### config.mk
export PLATFORM = sky130hd
export DESIGN_NAME = spec_inq_buf
export DESIGN_NICKNAME = d
export VERILOG_FILES = /design/src/rtl/sqb_pkg.sv /design/src/rtl/sqb_ctrl.sv /design/src/rtl/sqb_store.sv /design/src/rtl/spec_inq_buf.sv
export SDC_FILE = /design/constraint.sdc
export NUM_CORES = 1
export LEC_CHECK = 0
export BUFFER_PORTS_ARGS = -buffer_cell sky130_fd_sc_hd__buf_2
export CAP_MARGIN = 5
export CORE_ASPECT_RATIO = 1.25
export CORE_MARGIN = 2
export CORE_UTILIZATION = 35
export DETAILED_ROUTE_END_ITERATION = 10
export MAX_ROUTING_LAYER = met4
export SLEW_MARGIN = 20
export SYNTH_ARGS = -nofsm -noshare
export SYNTH_HDL_FRONTEND = slang
export SYNTH_HIERARCHICAL = 1
export SYNTH_SLANG_ARGS = --single-unit
export TNS_END_PERCENT = 1
### constraint.sdc
create_clock -name clk -period 4.52 [get_ports clk]
set_input_delay 0.904 -clock clk [delete_from_list [all_inputs] [get_ports clk]]
set_output_delay 0.904 -clock clk [all_outputs]
set_load 0.01 [all_outputs]
### src/rtl/sqb_pkg.sv
package sqb_pkg;

  // events resolved for one clock edge
  typedef struct packed {
    logic rd;    // a read consumes the oldest unread word
    logic cm;    // a retire frees the oldest consumed word
    logic kill;  // consumed words go back to unread
    logic fill;  // a word arrives from the external FIFO
  } sqb_ev_t;

endpackage

### src/rtl/sqb_ctrl.sv
module sqb_ctrl
  import sqb_pkg::*;
#(
  parameter int SLOTS = 2,
  parameter int PW    = (SLOTS > 1) ? $clog2(SLOTS) : 1
) (
  input  logic          clk,
  input  logic          rst_n,
  input  logic          rd_req_i,
  input  logic          commit_i,
  input  logic          kill_i,
  input  logic          fifo_empty_i,
  output logic          fifo_pop_o,
  output logic          rd_stall_o,
  output logic          q_empty_o,
  output logic [PW-1:0] wr_ptr_o,
  output logic [PW-1:0] rd_ptr_o
);

  localparam int CW = $clog2(SLOTS + 1);
  localparam logic [CW-1:0] FULL = CW'(SLOTS);

  function automatic logic [PW-1:0] bump(input logic [PW-1:0] p);
    return (p == PW'(SLOTS - 1)) ? '0 : p + 1'b1;
  endfunction

  // head: oldest consumed (or oldest unread if none consumed)
  logic [PW-1:0] head_q, head_d, rd_q, rd_d, tail_q, tail_d;
  logic [CW-1:0] nspec_q, nspec_d, nvalid_q, nvalid_d;
  logic          room_q, room_d;
  logic [CW-1:0] spec_sum, spec_left, valid_left, occ_q;
  logic          avail;
  sqb_ev_t       ev;

  assign occ_q      = nspec_q + nvalid_q;
  assign avail      = (nvalid_q != '0);
  assign q_empty_o  = ~avail;
  assign rd_stall_o = rd_req_i & ~avail;
  assign fifo_pop_o = room_q & ~fifo_empty_i;
  assign wr_ptr_o   = tail_q;
  assign rd_ptr_o   = rd_q;

  always_comb begin
    ev.kill = kill_i;
    ev.fill = fifo_pop_o;
    ev.rd   = rd_req_i & avail & ~kill_i;
    spec_sum   = nspec_q + CW'(ev.rd);
    ev.cm      = commit_i & (spec_sum != '0);
    spec_left  = spec_sum - CW'(ev.cm);
    valid_left = nvalid_q - CW'(ev.rd) + CW'(ev.fill);
    head_d     = ev.cm ? bump(head_q) : head_q;
    tail_d     = ev.fill ? bump(tail_q) : tail_q;
    if (ev.kill) begin
      nspec_d  = '0;
      nvalid_d = valid_left + spec_left;
      rd_d     = head_d;
    end else begin
      nspec_d  = spec_left;
      nvalid_d = valid_left;
      rd_d     = ev.rd ? bump(rd_q) : rd_q;
    end
    room_d = (nspec_d + nvalid_d) < FULL;
  end

  always_ff @(posedge clk or negedge rst_n) begin
    if (!rst_n) begin
      head_q   <= '0;
      rd_q     <= '0;
      tail_q   <= '0;
      nspec_q  <= '0;
      nvalid_q <= '0;
      room_q   <= 1'b0;
    end else begin
      head_q   <= head_d;
      rd_q     <= rd_d;
      tail_q   <= tail_d;
      nspec_q  <= nspec_d;
      nvalid_q <= nvalid_d;
      room_q   <= room_d;
    end
  end

  assert_occ_bound_R4: assert property (@(posedge clk) disable iff (!rst_n)
    occ_q <= FULL);

  assert_pop_room_R4: assert property (@(posedge clk) disable iff (!rst_n)
    fifo_pop_o |-> (occ_q < FULL));

  assert_stall_hold_R5: assert property (@(posedge clk) disable iff (!rst_n)
    (rd_stall_o && !kill_i && !commit_i && !fifo_pop_o) |=>
      ($stable(nspec_q) && $stable(nvalid_q)));

  assert_read_consume_R7: assert property (@(posedge clk) disable iff (!rst_n)
    (rd_req_i && !q_empty_o && !kill_i && !commit_i) |=>
      (nspec_q == $past(nspec_q) + CW'(1)));

  assert_commit_free_R8: assert property (@(posedge clk) disable iff (!rst_n)
    (commit_i && nspec_q != '0 && !rd_req_i && !kill_i && !fifo_pop_o) |=>
      (occ_q == $past(occ_q) - CW'(1)));

  assert_kill_clear_R9: assert property (@(posedge clk) disable iff (!rst_n)
    kill_i |=> (nspec_q == '0));

endmodule

### src/rtl/sqb_store.sv
module sqb_store #(
  parameter int DATA_W = 32,
  parameter int SLOTS  = 2,
  parameter int PW     = (SLOTS > 1) ? $clog2(SLOTS) : 1
) (
  input  logic              clk,
  input  logic              wr_en_i,
  input  logic [PW-1:0]     wr_ptr_i,
  input  logic [DATA_W-1:0] wr_data_i,
  input  logic [PW-1:0]     rd_ptr_i,
  output logic [DATA_W-1:0] rd_data_o
);

  logic [DATA_W-1:0] slot_q [SLOTS];

  for (genvar g = 0; g < SLOTS; g++) begin : g_slot
    logic slot_we;
    assign slot_we = wr_en_i && (wr_ptr_i == PW'(g));
    always_ff @(posedge clk) begin
      if (slot_we) slot_q[g] <= wr_data_i;
    end
  end

  assign rd_data_o = slot_q[rd_ptr_i];

endmodule

### src/rtl/spec_inq_buf.sv
module spec_inq_buf #(
  parameter int DATA_W = 32,
  parameter int SLOTS  = 2
) (
  input  logic              clk,
  input  logic              rst_n,
  input  logic              fifo_empty_i,
  input  logic [DATA_W-1:0] fifo_data_i,
  output logic              fifo_pop_o,
  input  logic              rd_req_i,
  output logic [DATA_W-1:0] rd_data_o,
  output logic              rd_stall_o,
  output logic              q_empty_o,
  input  logic              commit_i,
  input  logic              kill_i
);

  localparam int PW = (SLOTS > 1) ? $clog2(SLOTS) : 1;

  logic [PW-1:0] wr_ptr, rd_ptr;

  sqb_ctrl #(.SLOTS(SLOTS), .PW(PW)) u_ctrl (
    .clk          (clk),
    .rst_n        (rst_n),
    .rd_req_i     (rd_req_i),
    .commit_i     (commit_i),
    .kill_i       (kill_i),
    .fifo_empty_i (fifo_empty_i),
    .fifo_pop_o   (fifo_pop_o),
    .rd_stall_o   (rd_stall_o),
    .q_empty_o    (q_empty_o),
    .wr_ptr_o     (wr_ptr),
    .rd_ptr_o     (rd_ptr)
  );

  sqb_store #(.DATA_W(DATA_W), .SLOTS(SLOTS), .PW(PW)) u_store (
    .clk       (clk),
    .wr_en_i   (fifo_pop_o),
    .wr_ptr_i  (wr_ptr),
    .wr_data_i (fifo_data_i),
    .rd_ptr_i  (rd_ptr),
    .rd_data_o (rd_data_o)
  );

  assert_pop_gate_R2: assert property (@(posedge clk) disable iff (!rst_n)
    fifo_pop_o |-> !fifo_empty_i);

endmodule

# ---- Yosys cells after proc, flatten, opt, wreduce, memory -nomap -nowiden
# Memory sizes are Yosys's and may differ from the RTL's.
# Cells that the tools add are included.
dict set report totals {
  ff_bits 8
  mem_bits_rw 64
  out_inout_bits 35
  mem_count 1
}
# memory depth word_bits rd rd_clocked_by_memory_dff wr line_no
set memory_table {}
lappend memory_table {u_store.slot_q 2 32 1 0 1 sqb_store.sv:14} ;# logic [DATA_W-1:0] slot_q [SLOTS];
dict set report classes {
  add_sub_neg 9
  n_lt_le_gt_ge 1
  mux 15
  bitwise 9
  n_reduce_logical 6
}
# op count
set ops {}
lappend ops {{two-way mux 32 bit} 1}
lappend ops {{OR reduction 32 bit} 1}
lappend ops {{two-way mux 1 bit} 12}
lappend ops {{nonzero test 2 bit} 3}
lappend ops {{bitwise AND 1 bit} 5}
lappend ops {{adder 2 x 1 -> 2 bit} 2}
lappend ops {{adder 2 bit} 2}
lappend ops {{two-way mux 2 bit} 2}
lappend ops {{NOT 1 bit} 4}
lappend ops {{subtractor 2 x 1 -> 2 bit} 2}
lappend ops {{adder 1 bit (second input constant)} 3}
lappend ops {{logical AND 1 bit} 2}
lappend ops {{< comparator 2 bit (second input constant)} 1}

# ---- Longest topological paths before layout
dict set report depth {
  word_depth 11
  mapped_depth 12
}

# ---- Modules after synthesis
# The synthesis kept the hierarchy.
# mod instances cells_per_inst area_each_um2
set modules_own_cells {}
lappend modules_own_cells {sqb_store 1 102 2478.6}
lappend modules_own_cells {sqb_ctrl 1 42 469.2}

# ---- Least setup slack after synthesis
# OpenSTA, ideal clock, no wires.
dict set report synth_path {
  path_type {input-to-reg}
  startpoint {input fifo_empty_i}
  endpoint {memory u_store.slot_q[0][0], enable pin}
  t_arrival_ns 2.761
  required_ns 4.095
  path_slack_ns 1.334
  stages 2
  path_buffers 0
  cell_sequence {nor2b_1 nor2b_1}
}
# element line_no
set synth_rtl {}
lappend synth_rtl {{start: declaration} spec_inq_buf.sv:7} ;# input logic fifo_empty_i,
lappend synth_rtl {{NOT 1 bit} sqb_ctrl.sv:39} ;# assign fifo_pop_o = room_q & ~fifo_empty_i;
lappend synth_rtl {{bitwise AND 1 bit} sqb_ctrl.sv:39}
lappend synth_rtl {{logical AND 1 bit} sqb_store.sv:18} ;# assign slot_we = wr_en_i && (wr_ptr_i == PW'(g));
lappend synth_rtl {{via u_store.g_slot[0].slot_we} sqb_store.sv:17} ;# logic slot_we;
lappend synth_rtl {{two-way mux 1 bit} sqb_store.sv:20} ;# if (slot_we) slot_q[g] <= wr_data_i;
lappend synth_rtl {{two-way mux 1 bit (not written as such)} sqb_store.sv:20}
lappend synth_rtl {{two-way mux 1 bit (no source line)} --}
lappend synth_rtl {{end: declaration} sqb_store.sv:14}
# The timed path passes the listed nets, and every way through them passes these cells.

# ---- Worst setup path in the final report
dict set report layout_path {
  startpoint {register u_ctrl.rd_q, in the netlist u_ctrl/rd_ptr_o}
  endpoint {output rd_data_o[29]}
}
dict set report layout_via {
  elab_chain_len 1
}
# element line_no
set layout_lines {}
lappend layout_lines {{start: declaration} sqb_ctrl.sv:28} ;# logic [PW-1:0] head_q, head_d, rd_q, rd_d, tail_q, tail_d;
lappend layout_lines {{start signal: assignment} sqb_ctrl.sv:75} ;# rd_q <= rd_d;
lappend layout_lines {{memory (2 x 32 bit)} --}
lappend layout_lines {{end: declaration} spec_inq_buf.sv:11} ;# output logic [DATA_W-1:0] rd_data_o,
# Every way passes these cells.

==> metrics.md <==
| Metric | Value |
|---|---|
| Outcome | `completed` |
| Critical path class | `reg2out` |
| Max Cap Violations | `0` |
| Post-route worst setup slack | `1.643 ns` |
| Initial antenna violation count | `0` |
| Min cycle time layout | `2.877 ns` |
| Clk pin slew, worst setup/hold paths | `0.08 ns` |
| Layout Skew | `0.007960 ns` |
| DR iter-0 viols | `75` |
| Number of distinct library cells after synthesis | `19` |
| TritonCTS clock tree | `done` |
| YS warnings | `6` |
| Cells on worst reg2reg path | `12` |
| Tot GR Track Use | `11.50%` |
| Routability cong. | `0.7707` |
| RR Startpoint | `u_ctrl/nvalid_q[0]` |
| Starting Density | `35.97%` |
| Layout area overhead | `21.77%` |
| Largest net degree at the start of global routing | `34` |
| Synth Net Count | `187` |
| VDD IR max | `337.8 µV` |
| Worst EP arrival | `1.97 ns` |
| Worst-skew pair later-pin latency | `0.33 ns` |
| Slew at the pin closest to its max-slew limit | `1.062 ns` |
| Area leader, netlist | `edfxtp_1` |
| Max Buffers Root-to-Sink | `2` |
| Net Sw Power | `0.6981 mW` |
| Core region area | `8194 µm²` |
| Postcts setup bufs | `0` |
| IO buf count | `72` |
| Post-Syn Area | `2948 µm²` |
| Flop2flop setup slack | `1.91 ns` |
| Filler cell count in the final layout | `745` |
| Worst Setup EP | `rd_data_o[29]` |
| Critical Path Source Type | `flip-flop` |
| RSZ-0062 raised after global routing | `false` |
| Combinational Power Share | `33.0%` |
| DP HPWL | `3154 µm` |
| Drt drc | `0` |
| Post-cts repair resize count | `0` |
| Number of diodes | `0` |
| Switching part of the total | `29.81%` |
| Post-Route WL | `4805 µm` |
| Post-Syn Instances | `144` |
| Die X-Extent | `86.09 µm` |
| Worst hold path class | `in2async` |
| Worst-path fanout max | `33` |
| CTS sink count | `72` |
| Total grt overflow | `0` |
| Setup-failing EPs final | `0` |
| Flops & latches, synth | `72` |
| CP startpoint | `u_ctrl/rd_ptr_o` |
| Pleak | `1.482 nW` |
| Fin nets | `266` |
| First-pass DRT Iterations | `4` |
| Die area | `9177 µm²` |
| Pre-CTS setup slack | `1.455 ns` |
| Final worst-path cycle share | `63.65%` |
| Routed vias | `1458` |
| Std-Cell Rows | `37` |
| Share of post-route cells with drive strength above 1 | `54.82%` |
| First-pass GRT wire length | `7548 µm` |
| Antenna Nets Post-Route | `0` |
| Sequential power share | `43.4%` |
| Routed len/inst | `14.78 µm` |
| Hold_buf cts | `0` |
| RR Endpoint | `u_ctrl/room_q` |
| DIE HEIGHT | `106.6 µm` |
| Post-synthesis sequential area ratio | `71.99%` |
| Slew Limit Fails | `0` |
| TritonCTS Buffers | `9` |
| Int Pwr | `1.644 mW` |
| Clock power frac | `23.6%` |
| Root buf cell | `clkbuf_8` |
| Worst setup EP type | `output pin` |
| IO Pins | `73` |
| CP required | `3.62 ns` |
| Ranking of synthesized cells by area | `edfxtp_1, mux2_4, dfrtp_1` |
| Mean Syn Cell Area | `20.47 µm²` |
| H-tree lvl count | `3` |
| Vias in the first global route | `1535` |
| Avg Vias per Cell | `4.486` |
| Setup_tns | `0 ns` |
| Slew HR | `29.18%` |
| Hold Vio Cnt, Final | `0` |
| Proportion of netlist area held by the largest area contributor | `65.20%` |
| Achievable Freq | `347.6 MHz` |
| Pwr Density | `652.4 nW/µm²` |
[power groups by stage]
stage                     combinational, mW  sequential (mW)  clock [mW]
after floorplan                       0.695            0.942           0
after global placement                0.783             1.04           0
after detailed placement              0.792             1.04           0
after CTS                             0.794             1.03       0.573
after global routing                  0.853             1.04       0.605
final                                 0.772             1.02       0.553
[worst max-delay path: stages, from the launching register on]
cell     delay [ns]
dfrtp_2        1.08
mux2_2         0.42
buf_2          0.14
[metal layers]
layer	track usage [%]	wire length (µm)	up-vias
met2	19.32	2482	54
met3	4.157	270	2
met4	4.082	14	0
met5	-	0	-
met1	12.49	2037	709
li1	-	-	693
[final cells by class]
cell class / instances / area, µm² / area share, %
Multi-Input combinational cell: 62 / 738.2 / 20.56
Clock buffer: 9 / 123.9 / 3.451
Tap cell: 97 / 121.4 / 3.381
Sequential cell: 72 / 2123 / 59.15
Timing Repair Buffer: 73 / 367.9 / 10.25
Inverter: 5 / 18.77 / 0.5228
Clock inverter: 7 / 96.34 / 2.684
[worst min path at each step]
| stage | start | to | slack, ns | cells after the start |
|---|---|---|---|---|
| floorplan | u_ctrl/head_q | u_ctrl/head_q | 0.44 | 1 |
| CTS | rst_n | u_ctrl/nvalid_q[1] | 0.39 | 1 |
| global placement | u_ctrl/head_q | u_ctrl/head_q | 0.49 | 1 |
| detailed placement | u_ctrl/head_q | u_ctrl/head_q | 0.48 | 1 |
| finish | rst_n | u_ctrl/nvalid_q[1] | 0.40 | 1 |
| global route | rst_n | u_ctrl/nvalid_q[1] | 0.38 | 1 |
[stage by stage]
step | instance area [µm²] | utilization, % | std cells | hold slack [ns] | power [mW]
6_report | 3590 | 43.81 | 325 | 0.3998 | 2.342
5_1_grt | 3590 | 43.81 | 325 | 0.3826 | 2.497
4_1_cts | 3590 | 43.81 | 325 | 0.3859 | 2.393
3_5_place_dp | 3369 | 41.12 | 309 | 0.4784 | 1.832
3_3_place_gp | 3369 | 41.12 | 309 | 0.4872 | 1.818
2_1_floorplan | 2948 | - | 144 | 0.4395 | 1.637
[kinds of logic after synthesis]
logic type               count (synthesis)  synth area share (%)
buffers and inverters                   10                 3.226
flip-flops                              72                 71.99
AO/OA/AOI/OAI                            3                0.5940
XOR/XNOR                                11                 3.777
multiplexers                            34                 16.81
adder cells (fa/ha/maj)                  5                 2.122
AND/OR/NAND/NOR                          9                 1.485
[state kept, by name, summed over array words and instances (netlist names)]
register / cells
u_store/slot_q: 64
u_ctrl/nspec_q: 2
u_ctrl/nvalid_q: 2
u_ctrl/head_q: 1
u_ctrl/rd_ptr_o: 1
u_ctrl/room_q: 1
u_ctrl/wr_ptr_o: 1
[cell usage in the layout (no fill, tap or decap)]
| cell type | n |
|---|---|
| o21ai_1 | 1 |
| nor2b_4 | 1 |
| xnor2_1 | 6 |
| nand2_1 | 1 |
| buf_2 | 72 |
| nor2b_1 | 1 |
| clkbuf_8 | 9 |
| clkinv_1 | 1 |
| clkinv_4 | 2 |
| dfrtp_1 | 7 |
| xnor3_2 | 1 |
| xor2_1 | 4 |
| buf_4 | 1 |
| inv_1 | 5 |
| bufinv_16 | 2 |
| nor2_1 | 4 |
| a22oi_1 | 1 |
| dfrtp_2 | 1 |
| edfxtp_1 | 64 |
| clkinvlp_4 | 2 |
| mux2_2 | 4 |
| ha_1 | 5 |
| mux2_4 | 30 |
| and2_1 | 2 |
| o21ai_0 | 1 |
[synth_stat cells, drive strengths merged]
library cell  count
xnor3             1
dfrtp             8
and2              2
nor2b             2
clkbuf            1
nand2             1
inv               5
nor2              4
xnor2             6
ha                5
xor2              4
mux2             34
a22oi             1
buf               4
edfxtp           64
o21ai             2
Power figures use the tool's default switching activity.
